File: src/rtl/mlt3_tx_pkg.sv
package mlt3_tx_pkg;

    localparam int DEF_GROUP_W = 5;

    // Output symbol encoding seen by the line driver
    typedef enum logic [1:0] {
        MLT_ZERO = 2'b00,
        MLT_POS  = 2'b01,
        MLT_NEG  = 2'b11
    } mlt_level_e;

    // Position in the four-step MLT-3 cycle
    typedef enum logic [1:0] {
        CYC_ZERO_UP   = 2'd0,
        CYC_HIGH      = 2'd1,
        CYC_ZERO_DOWN = 2'd2,
        CYC_LOW       = 2'd3
    } cycle_pos_e;

    typedef struct packed {
        cycle_pos_e pos;
        logic       drive;
    } seq_state_t;

    function automatic cycle_pos_e next_pos(input cycle_pos_e p);
        case (p)
            CYC_ZERO_UP:   next_pos = CYC_HIGH;
            CYC_HIGH:      next_pos = CYC_ZERO_DOWN;
            CYC_ZERO_DOWN: next_pos = CYC_LOW;
            default:       next_pos = CYC_ZERO_UP;
        endcase
    endfunction

    function automatic mlt_level_e level_of(input cycle_pos_e p);
        case (p)
            CYC_HIGH: level_of = MLT_POS;
            CYC_LOW:  level_of = MLT_NEG;
            default:  level_of = MLT_ZERO;
        endcase
    endfunction

endpackage

File: src/rtl/tx_phase_gen.sv
module tx_phase_gen #(
    parameter int GROUP_W = mlt3_tx_pkg::DEF_GROUP_W
) (
    input  logic clk,
    input  logic rst,
    output logic capture_o,
    output logic load_o,
    output logic nib_clk_o
);
    localparam int PW     = (GROUP_W > 1) ? $clog2(GROUP_W) : 1;
    localparam int HI_CYC = (GROUP_W + 1) / 2;
    localparam logic [PW-1:0] LAST = PW'(GROUP_W - 1);

    logic [PW-1:0] phase_q;
    logic [PW-1:0] phase_n;
    logic          nib_q;

    always_comb begin
        if (phase_q == LAST) phase_n = '0;
        else                 phase_n = phase_q + 1'b1;
    end

    always_ff @(posedge clk) begin
        if (rst) begin
            phase_q <= '0;
            nib_q   <= 1'b1;
        end else begin
            phase_q <= phase_n;
            nib_q   <= (int'(phase_n) < HI_CYC);
        end
    end

    // Capture happens on the edge that enters phase 0 (strobe rising edge)
    assign capture_o = (phase_q == LAST);
    // Shifter reload on the edge leaving phase 0
    assign load_o    = (phase_q == '0);
    assign nib_clk_o = nib_q;

endmodule

File: src/rtl/tx_piso_nrzi.sv
module tx_piso_nrzi #(
    parameter int GROUP_W = mlt3_tx_pkg::DEF_GROUP_W
) (
    input  logic               clk,
    input  logic               rst,
    input  logic               capture_i,
    input  logic               load_i,
    input  logic [GROUP_W-1:0] code_i,
    output logic               nrzi_o
);
    logic [GROUP_W-1:0] hold_q;
    logic [GROUP_W-1:0] shift_q;
    logic [GROUP_W-1:0] shift_adv;
    logic               nrzi_q;

    // Shift toward bit 0; bit 0 is the serial output
    genvar gi;
    generate
        for (gi = 0; gi < GROUP_W; gi++) begin : g_adv
            if (gi == GROUP_W - 1) begin : g_top
                assign shift_adv[gi] = 1'b0;
            end else begin : g_mid
                assign shift_adv[gi] = shift_q[gi+1];
            end
        end
    endgenerate

    always_ff @(posedge clk) begin
        if (rst) begin
            hold_q  <= '0;
            shift_q <= '0;
            nrzi_q  <= 1'b0;
        end else begin
            if (capture_i) hold_q <= code_i;
            if (load_i)    shift_q <= hold_q;
            else           shift_q <= shift_adv;
            // NRZ to NRZI at the last shifter stage
            nrzi_q <= nrzi_q ^ shift_q[0];
        end
    end

    assign nrzi_o = nrzi_q;

endmodule

File: src/rtl/tx_mlt3_seq.sv
module tx_mlt3_seq
    import mlt3_tx_pkg::*;
(
    input  logic       clk,
    input  logic       rst,
    input  logic       mode_i,
    input  logic       nrzi_i,
    output logic [1:0] mlt_o,
    output logic       drive_en_o
);
    seq_state_t seq_q;
    seq_state_t seq_n;
    logic       last_q;

    always_comb begin
        seq_n = seq_q;
        if (!mode_i) begin
            seq_n.pos   = CYC_ZERO_UP;
            seq_n.drive = 1'b0;
        end else begin
            seq_n.drive = 1'b1;
            if (nrzi_i != last_q) seq_n.pos = next_pos(seq_q.pos);
        end
    end

    always_ff @(posedge clk) begin
        if (rst) begin
            seq_q.pos   <= CYC_ZERO_UP;
            seq_q.drive <= 1'b0;
            last_q      <= 1'b0;
        end else begin
            seq_q  <= seq_n;
            last_q <= nrzi_i;
        end
    end

    assign mlt_o      = level_of(seq_q.pos);
    assign drive_en_o = seq_q.drive;

endmodule

File: src/rtl/mlt3_serial_tx.sv
module mlt3_serial_tx #(
    parameter int GROUP_W = mlt3_tx_pkg::DEF_GROUP_W
) (
    input  logic               clk,
    input  logic               rst,
    input  logic               fast_mode_i,
    input  logic [GROUP_W-1:0] code_i,
    output logic               nib_clk_o,
    output logic [1:0]         mlt_o,
    output logic               drive_en_o
);
    logic capture;
    logic load;
    logic nrzi;

    tx_phase_gen #(.GROUP_W(GROUP_W)) u_phase (
        .clk       (clk),
        .rst       (rst),
        .capture_o (capture),
        .load_o    (load),
        .nib_clk_o (nib_clk_o)
    );

    tx_piso_nrzi #(.GROUP_W(GROUP_W)) u_piso (
        .clk       (clk),
        .rst       (rst),
        .capture_i (capture),
        .load_i    (load),
        .code_i    (code_i),
        .nrzi_o    (nrzi)
    );

    tx_mlt3_seq u_seq (
        .clk        (clk),
        .rst        (rst),
        .mode_i     (fast_mode_i),
        .nrzi_i     (nrzi),
        .mlt_o      (mlt_o),
        .drive_en_o (drive_en_o)
    );

endmodule

File: config.mk
export PLATFORM = sky130hd
export DESIGN_NAME = mlt3_serial_tx
export DESIGN_NICKNAME = d
export VERILOG_FILES = /design/src/rtl/mlt3_tx_pkg.sv /design/src/rtl/tx_phase_gen.sv /design/src/rtl/tx_piso_nrzi.sv /design/src/rtl/tx_mlt3_seq.sv /design/src/rtl/mlt3_serial_tx.sv
export SDC_FILE = /design/constraint.sdc
export NUM_CORES = 1
export LEC_CHECK = 0
export BUFFER_PORTS_ARGS = -buffer_cell sky130_fd_sc_hd__clkbuf_2
export CAP_MARGIN = 20
export CORE_MARGIN = 3
export CORE_UTILIZATION = 51
export CTS_BUF_LIST = sky130_fd_sc_hd__clkbuf_8
export DETAILED_ROUTE_END_ITERATION = 10
export PLACE_DENSITY = 0.85
export SLEW_MARGIN = 20
export SYNTH_ARGS = -nofsm -noshare
export SYNTH_HDL_FRONTEND = slang
export SYNTH_SLANG_ARGS = --single-unit
File: constraint.sdc
create_clock -name clk -period 1.5 [get_ports clk]
set_input_delay 0.15 -clock clk [delete_from_list [all_inputs] [get_ports clk]]
set_output_delay 0.15 -clock clk [all_outputs]
set_load 0.005 [all_outputs]
# ---- Word level (Yosys, flattened, before mapping)
# Index checks and enable logic that the tools add are counted.
dict set report word_totals {
  ff_bits 19
}
dict set report classes {
  bitwise 3
  reduce_logical 4
  n_lt_le_gt_ge 1
  muxes 5
  n_eq_ne 5
  addsub 1
}
# op count
set ops {}
lappend ops {{$pmux 2 s3} 1}
lappend ops {{$eq 2x2->1 const B} 2}
lappend ops {{$mux 4} 1}
lappend ops {{$pmux 2 s2} 1}
lappend ops {{$reduce_or 2->1} 2}
lappend ops {{$add 3x1->3 const B} 1}
lappend ops {{$eq 3x3->1 const B} 1}
lappend ops {{$logic_not 3->1} 1}
lappend ops {{$lt 3x2->1 const B} 1}
lappend ops {{$mux 3} 1}
lappend ops {{$eq 2x1->1 const B} 1}
lappend ops {{$logic_not 2->1} 1}
lappend ops {{$not 1->1} 2}
lappend ops {{$mux 1} 1}
lappend ops {{$ne 1x1->1} 1}
lappend ops {{$xor 1x1->1} 1}

# ---- Longest topological paths before layout
# Gate-level depths: netlist of run 1.
dict set report depth {
  word_depth 3
  ltp_mapped 7
  ltp_nobuf 5
}

# ---- By module
# A second synthesis of run 1 with hierarchy kept.
dict set report hier_totals {
  cells_unflattened 75
  hier_area_um2 789.5
}
# mod cells_each area_each_um2 n_inst
set modules_own_cells {}
lappend modules_own_cells {tx_piso_nrzi 36 391.6 1}
lappend modules_own_cells {tx_mlt3_seq 21 217.7 1}
lappend modules_own_cells {tx_phase_gen 18 180.2 1}

# ---- Worst setup path before layout of run 1
# No wires, ideal clock.
dict set report synth_timing {
  path_type {register to register}
  from {register u_phase.phase_q[0]}
  to {register u_phase.nib_q (netlist: u_phase.nib_clk_o)}
  stages_incl_launch_ff 7
  arrival_time_ps 1241
  setup_time_ps 125
  slack_ps 134
  period_less_slack_ps 1366
  cell_sequence {dfxtp_1 inv_1 ha_1 buf_6 or3b_1 a21oi_2 a31oi_1}
}
dict set report synth_via {
  elab_chain_len 3
}
# element line
set synth_lines {}
lappend synth_lines {{start: declaration} tx_phase_gen.sv:14} ;# logic [PW-1:0] phase_q;
lappend synth_lines {{start signal: assignment} tx_phase_gen.sv:28} ;# phase_q <= phase_n;
lappend synth_lines {{$add 3x1->3 or $eq 3x3->1 (tied branches)} {tx_phase_gen.sv:20, tx_phase_gen.sv:19}}
lappend synth_lines {{$mux 3 (*)} tx_phase_gen.sv:19} ;# if (phase_q == LAST) phase_n = '0;
lappend synth_lines {{$lt 3x2->1 (*)} tx_phase_gen.sv:29} ;# nib_q <= (int'(phase_n) < HI_CYC);
lappend synth_lines {{end signal: assignment} tx_phase_gen.sv:29}
lappend synth_lines {{end: declaration} tx_phase_gen.sv:16} ;# logic nib_q;
# Every way passes the cells marked *; elsewhere a longest branch is shown, timed or not.
# A chain may end at the register's enable or synchronous reset.

# ---- Worst setup path after layout of run 1
dict set report layout_timing {
  from {register u_seq.seq_q[2] (netlist bit)}
  to {output port mlt_o[0]}
}
dict set report layout_via {
  elab_chain_len 2
}
# element line
set layout_lines {}
lappend layout_lines {{start: declaration} tx_mlt3_seq.sv:11} ;# seq_state_t seq_q;
lappend layout_lines {{start signal: assignment} tx_mlt3_seq.sv:32} ;# seq_q <= seq_n;
lappend layout_lines {{$eq 2x2->1 or $eq 2x1->1 (tied branches)} mlt3_tx_pkg.sv:35} ;# case (p)
lappend layout_lines {{$pmux 2 s2 (*)} mlt3_tx_pkg.sv:35}
lappend layout_lines {{end: declaration} mlt3_serial_tx.sv:9} ;# output logic [1:0] mlt_o,
# Marked as above.

==> results.ini, run 1 <==
[floorplanning]
die_w_um = 44.5
start_util_pct = 56.0
ioPinCount = 12
fp-row-count = 13
core_area_um2 = 1350
die_area_um2 = 1980
die_h_um = 44.5

[yosys]
muxShareOfSynthArea_pct = 6.62
ys_async_sr_fraction_pct = 0
synth_fa_ha_area_share_pct = 9.93
synth_top_area_cell = dfxtp_1
syn_avg_cell_area_um2 = 9.81
yosys_warnings = 0
synth_compound_area_share_pct = 7.28
syn-cell-area_um2 = 756
synth-main-ff-cell = dfxtp_1
synth_top_family_by_area = simple AND/OR/NAND/NOR gates
ys_types = 22
ys_seq_area_share_pct = 50.3
synth-seq-cells = 19
synth_top_area_share_pct = 50.3
syn_nets = 91
synth_edf_count = 0
synth_xor_area_share_pct = 2.32
synth_area_leaders = dfxtp_1 50%, ha_1 9.9%, mux2i_1 6.6%
postSynthCellCount = 77
synth_simple_gate_area_share_pct = 17.4

[detailed_routing]
wl_per_cell_um = 11.5
ant_nets = 0
drtIter0Drc = 6
firstDrtPassIters = 5
vias_per_cell = 5.08
drcViolationCount = 0
vias = 528
drt-total-wl_um = 1200

[placed_design]
pre_cts_slack_ns = 0.147
hpwl_um = 865
gp_congestion = 0.712
place.port_buffers = 11

[worst_setup_path]
start_kind = flip-flop
arrival_ns = 1.25
path_max_fanout = 4
critPathKind = flip-flop to output pin
critPathRequiredTime_ns = 1.35
worstSetupEndpointType = output pin

[timing]
setup_viol = 0
post-route-min-period_ns = 1.40
clock.fmax_ghz = 0.712
rsz0062_at_grt = false
fin_worst_skew_ns = 0.00376
post-route-period-util_pct = 93.7
tightest_slew_ns = 0.318
slew_headroom_pct = 78.8
finalHoldViolCount = 0
worst_slack_ns = 0.0951
final_max_slew_viol_count = 0
finalSetupTns_ns = 0

[flow_run]
maxCapViolations = 0

[power_and_ir_drop]
ir_drop_mv = 0.729
p_leak_nw = 0.374
p_per_area_nw_per_um2 = 1120

[finish]
drive_above_1_share_pct = 19.1
antenna_cells = 0
synthToLayoutAreaGrowth_pct = 13.1
fin_nets = 104

[global_routing]
grt_usage_pct = 14.6
grt_overflow_total = 0
grt_pass1_vias = 445
grt_max_degree = 17
antenna_found_initial = 0
grt_pass1_wl_um = 1940

[clock_tree]
postCtsSetupRepairBufs = 0
postCtsHoldBufs = 0
clockRootBuffer = clkbuf_8
tritoncts = yes
cts_sinks = 19
cts_buffer_depth = 2
cts_resized = 0
clk_pin_slew_worst_paths_ns = 0.07
clock_latency_ns = 0.26
htree_levels = 1
numCtsBuffers = 3

[hold_path]
worstHoldPathType = input pin to flip-flop

[status]
status = finished, final reports clean

==> area by class of cell <==
cell class	count	area (µm²)
clock inverters	1	3.75
well taps	15	18.8
flip-flops and latches	19	380
multi-input cells	49	329
repair buffers	12	62.6
clock buffers	3	41.3
inverters	5	18.8
fillers	123	495
==> cells by family (layout without fill, tap and decap cells) <==
| kind of cell | Yosys count | in the layout |
|---|---|---|
| compound gates | 9 | 9 |
| buf+inv | 9 | 21 |
| flops | 19 | 19 |
| fa+ha+maj | 6 | 6 |
| xor+xnor | 2 | 2 |
| mux | 5 | 5 |
| simple gates | 27 | 27 |
==> state kept, by name (all words and copies together), names as in the netlist <==
signal / flops
u_piso.hold_q: 5
u_piso.shift_q: 5
u_phase.phase_q: 3
u_seq.seq_q: 2
u_phase.nib_clk_o: 1
u_piso.nrzi_o: 1
u_seq.drive_en_o: 1
u_seq.last_q: 1
==> final timing paths <==
path                                          from                 end  slack (ns)  cells past startpoint
worst max-delay path                u_seq.seq_q[2]            mlt_o[0]         0.1                      4
worst min-delay path                     code_i[3]    u_piso.hold_q[3]        0.12                      3
worst max register to register  u_phase.phase_q[0]   u_phase.nib_clk_o        0.14                      5
worst min register to register  u_phase.phase_q[0]  u_phase.phase_q[0]        0.46                      1
==> cells in the final DEF, fill, tap and decap left out <==
master	n
a31oi_1	1
nand2b_1	3
xor2_1	1
ha_1	6
buf_4	1
a21oi_2	1
clkbuf_8	3
nand2_1	6
dfxtp_1	19
nor3b_1	1
a211oi_1	2
mux2i_1	5
or2_2	1
or3b_1	1
a21oi_1	5
nor2_1	8
inv_1	6
nand3_1	5
nor2b_1	2
xnor2_1	1
clkbuf_2	11
==> synthesized netlist by cell type (2+ instances only) <==
cell / count
a211oi_1: 2
a21oi_1: 5
dfxtp_1: 19
ha_1: 6
inv_1: 5
mux2i_1: 5
nand2_1: 6
nand2b_1: 3
nand3_1: 5
nor2_1: 8
nor2b_1: 2
==> where the power goes <==
| part | leakage [nW] | internal (W) | switching [W] |
|---|---|---|---|
| registers | 0.154 | 0.000521 | 0.00000968 |
| logic | 0.192 | 0.0000390 | 0.0000458 |
| clock network | 0.0269 | 0.000182 | 0.000158 |
| total | 0.374 | 0.000742 | 0.000213 |
==> critical path, stage by stage, from the launching register on <==
cell	delay, ns
dfxtp_1	0.38
inv_1	0.08
ha_1	0.17
or2_2	0.26
clkbuf_2	0.11
==> layer usage <==
| metal | GRT usage (%) | wire length (µm) | part of all wire [%] | up-vias |
|---|---|---|---|---|
| li1 | - | - | - | 277 |
| met5 | 0 | 0 | 0 | - |
| met4 | 14.5 | 47 | 3.9 | 0 |
| met3 | 4.88 | 51 | 4.3 | 5 |
| met2 | 19.5 | 545 | 45 | 11 |
| met1 | 17.8 | 554 | 46 | 235 |
==> metrics by stage <==
stage	total power, W	hold WS, ns	utilization, %	std cells	instance area, µm²
5_1_grt	0.000995	0.130	63.3	104	855
3_5_place_dp	0.000627	0.391	60.0	100	810
2_1_floorplan	0.000605	0.218	-	77	756
4_1_cts	0.000970	0.117	63.3	104	855
6_report	0.000955	0.124	63.3	104	855
3_3_place_gp	0.000624	0.384	60.0	100	810
Note: power is estimated with default switching activity, not from simulation.
==> run 2, diff against run 1 <==
--- a/config.mk
+++ b/config.mk
@@ -15,4 +15,5 @@
 export SLEW_MARGIN = 20
 export SYNTH_ARGS = -nofsm -noshare
 export SYNTH_HDL_FRONTEND = slang
+export SYNTH_HIERARCHICAL = 1
 export SYNTH_SLANG_ARGS = --single-unit
==> run 2 against run 1 <==
First-iteration DRC count down 17%. Utilization increased by 0.68 points. Critical path depth is the same. Cell count shrank 1.9%. Clock skew about the same. Via count shrank 2.7%. Area after synthesis grew 4.5%.
==> results.ini, run 2 <==
[status]
status = finished, final reports clean

[yosys]
synth-main-ff-cell = dfxtp_1
syn-cell-area_um2 = 790  ; +4.5%
ys_types = 21  ; -4.5%
synth_top_area_share_pct = 48.2  ; -2.2 points
postSynthCellCount = 75  ; -2.6%
synth_top_area_cell = dfxtp_1
yosys_warnings = 6  ; +6
synth_edf_count = 0  ; unchanged
syn_avg_cell_area_um2 = 10.5  ; +7.3%
syn_nets = 90  ; -1.1%
synth_most_common_cell = dfxtp_1
synth_area_leaders = dfxtp_1 48%, mux2i_1 13%, ha_1 11%
ys_async_sr_fraction_pct = 0  ; unchanged
ys_top_cells_by_count = 19 x dfxtp_1, 13 x nor2_1, 10 x mux2i_1, 7 x ha_1, 5 x inv_1
ys_seq_area_share_pct = 48.2  ; -2.2 points
synth-seq-cells = 19  ; unchanged

[timing]
rsz0062_at_grt = false
clock.fmax_ghz = 0.727  ; +2.2%
finalHoldViolCount = 0  ; unchanged
post-route-period-util_pct = 91.6  ; -2.0 points
slew_headroom_pct = 75.5  ; -3.3 points
final_max_slew_viol_count = 0  ; unchanged
worst_slack_ns = 0.125  ; +0.0303 ns
fin_worst_skew_ns = 0.00337  ; -0.000386 ns
tightest_slew_ns = 0.368  ; +0.0497 ns
setup_viol = 0  ; unchanged
finalSetupTns_ns = 0  ; unchanged
post-route-min-period_ns = 1.37  ; -0.0303 ns

[placed_design]
place.port_buffers = 11  ; unchanged
gp_congestion = 0.700  ; -1.7%
pre_cts_slack_ns = 0.0874  ; -0.0599 ns
placed_area_um2 = 836  ; +3.2%

[power_and_ir_drop]
finalPower_w = 0.000954  ; -0.10%
ir_drop_mv = 0.763  ; +4.7%
p_clk_share_pct = 35.9  ; +0.3 points
p_per_area_nw_per_um2 = 1080  ; -3.5%
switching_power_w = 0.000210  ; -1.5%
combPwrFrac_pct = 8.6  ; -0.3 points
intPower_w = 0.000744  ; +0.31%
p_leak_nw = 0.399  ; +6.8%
seqPwrFrac_pct = 55.5  ; about the same
switching_share_pct = 22.0  ; -0.32 points

[worst_setup_path]
path_max_fanout = 7  ; +3
crit_end = u_phase/nib_clk_o
crit_start = u_phase/phase_q[0]
r2r_start = u_phase/phase_q[0]
path_delay_family = flip-flops
critPathKind = flip-flop to flip-flop
worstSetupEndpointType = flip-flop
critPathRequiredTime_ns = 1.65  ; +0.30 ns
cp_cell_sequence = inv_1 > ha_1 > and2_1 > a311o_1
cp.depth = 4  ; unchanged
rrSetupSlack_ns = 0.13  ; about the same
start_kind = flip-flop
crit_path_top_delay_cell = dfxtp_1
r2r_end = u_phase/nib_clk_o
arrival_ns = 1.52  ; +0.27 ns
slowest_delay_ns = 0.37  ; about the same
crit_buf_inv = 1  ; -1
worstRegToRegCells = 4  ; -1

[finish]
drive_above_1_share_pct = 19.5  ; +0.44 points
synthToLayoutAreaGrowth_pct = 12.0
final_cell_mix = 18 x dfxtp_1, 13 x nor2_1, 11 x clkbuf_2, 10 x mux2i_1, 7 x ha_1
fin_nets = 103  ; -0.96%
fill_cells = 126  ; +2.4%
post-route-cell-area_um2 = 885  ; +3.5%
final_common_cell = dfxtp_1
antenna_cells = 0  ; unchanged
reg.largest.list = u_piso/hold_q (5), u_piso/shift_q (5), u_phase/phase_q (3)

[floorplanning]
die_area_um2 = 2060  ; +3.9%
die_h_um = 45.3  ; +1.9%
core_area_um2 = 1380  ; +2.4%
start_util_pct = 57.1  ; +1.1 points
fp-row-count = 13  ; unchanged
die_w_um = 45.3  ; +1.9%
ioPinCount = 12  ; unchanged

[clock_tree]
cts_resized = 0  ; unchanged
clockRootBuffer = clkbuf_8
cts_sinks = 19  ; unchanged
clock_latency_ns = 0.25  ; about the same
postCtsHoldBufs = 0  ; unchanged
postCtsSetupRepairBufs = 0  ; unchanged
cts_buffer_depth = 2  ; unchanged
clk_pin_slew_worst_paths_ns = 0.07  ; about the same
htree_levels = 1  ; unchanged
numCtsBuffers = 3  ; unchanged
tritoncts = yes

[hold_path]
worstHoldPathType = input pin to flip-flop

[flow_run]
maxCapViolations = 0  ; unchanged

[detailed_routing]
firstDrtPassIters = 4  ; -1
drcViolationCount = 0  ; unchanged
wl_per_cell_um = 12.0  ; +4.3%
drt-total-wl_um = 1230  ; +2.3%
vias_per_cell = 5.04  ; -0.74%
ant_nets = 0  ; unchanged
vias = 514  ; -2.7%
drtIter0Drc = 5  ; -1

[global_routing]
grt_max_degree = 18  ; +1
grt_usage_pct = 13.9  ; -0.69 points
grt_pass1_vias = 450  ; +1.1%
grt_overflow_total = 0  ; unchanged
grt_pass1_wl_um = 1890  ; -2.5%
antenna_found_initial = 0  ; unchanged

==> run 2: cell count changes after synthesis, moves of 2 or more <==
cell / previous run / this run
a211oi_1: 2 / 0
mux2i_1: 5 / 10
nand3_1: 5 / 0
nor2_1: 8 / 13
a21oi_1: 5 / 1
nand2_1: 6 / 1
==> run 2: how the worst min path moves through the flow <==
stage                     start                 end  slack (ns)  cells after the start
global route        fast_mode_i    u_seq/drive_en_o        0.15                      3
floorplan                   rst  u_phase/phase_q[2]        0.22                      1
CTS                 fast_mode_i    u_seq/drive_en_o        0.13                      3
finish              fast_mode_i    u_seq/drive_en_o        0.13                      3
detailed placement  fast_mode_i    u_seq/drive_en_o        0.39                      3
global placement      code_i[3]    u_piso/hold_q[3]        0.39                      3
==> run 2: layout make-up <==
cell class / count / area [µm²] / share of cell area, %
clock buffers: 3 / 41.3 / 4.67
clock inverters: 1 / 3.75 / 0.424
inverters: 5 / 18.8 / 2.12
multi-input cells: 48 / 365 / 41.3
flip-flops and latches: 19 / 382 / 43.1
well taps: 15 / 18.8 / 2.12
repair buffers: 11 / 55.1 / 6.22
==> run 2: through the flow <==
stage | hold WS (ns) | instances | util, %
floorplan | 0.219 | 75 | -
detailed placement | 0.393 | 98 | 60.5
finish | 0.134 | 102 | 64.0
global route | 0.147 | 102 | 64.0
CTS | 0.130 | 102 | 63.7
global placement | 0.388 | 98 | 60.5
==> run 2: power groups by stage <==
stage | Clock (W) | Combinational, W | Sequential [W]
3_3_place_gp | 0 | 0.0000769 | 0.000540
4_1_cts | 0.000352 | 0.0000812 | 0.000529
5_1_grt | 0.000372 | 0.0000926 | 0.000531
3_5_place_dp | 0 | 0.0000802 | 0.000540
2_1_floorplan | 0 | 0.0000658 | 0.000539
6_report | 0.000342 | 0.0000824 | 0.000529
==> run 2: worst register-to-register path, delay by kind of cell (launching register included) <==
kind	cells	cell delay [ns]
AND/OR/NAND/NOR	1	0.26
buffers and inverters	1	0.06
AO/OA/AOI/OAI	1	0.36
flip-flops	1	0.37
adder cells (fa/ha/maj)	1	0.21
==> run 2: metal layers <==
| layer | global-route usage [%] | routed length [µm] | vias up |
|---|---|---|---|
| li1 | - | - | 263 |
| met1 | 15.4 | 523 | 233 |
| met2 | 20.9 | 605 | 12 |
| met3 | 4.78 | 53 | 6 |
| met4 | 12.3 | 44 | 0 |
| met5 | 0 | 0 | - |
==> run 2: cells by family after synthesis <==
family,share of synthesized area [%]
multiplexers,14.1
adder cells (fa/ha/maj),11.1
XOR/XNOR,2.22
AO/OA/AOI/OAI,2.85
buffers and inverters,5.86
AND/OR/NAND/NOR,15.7
flip-flops,48.2
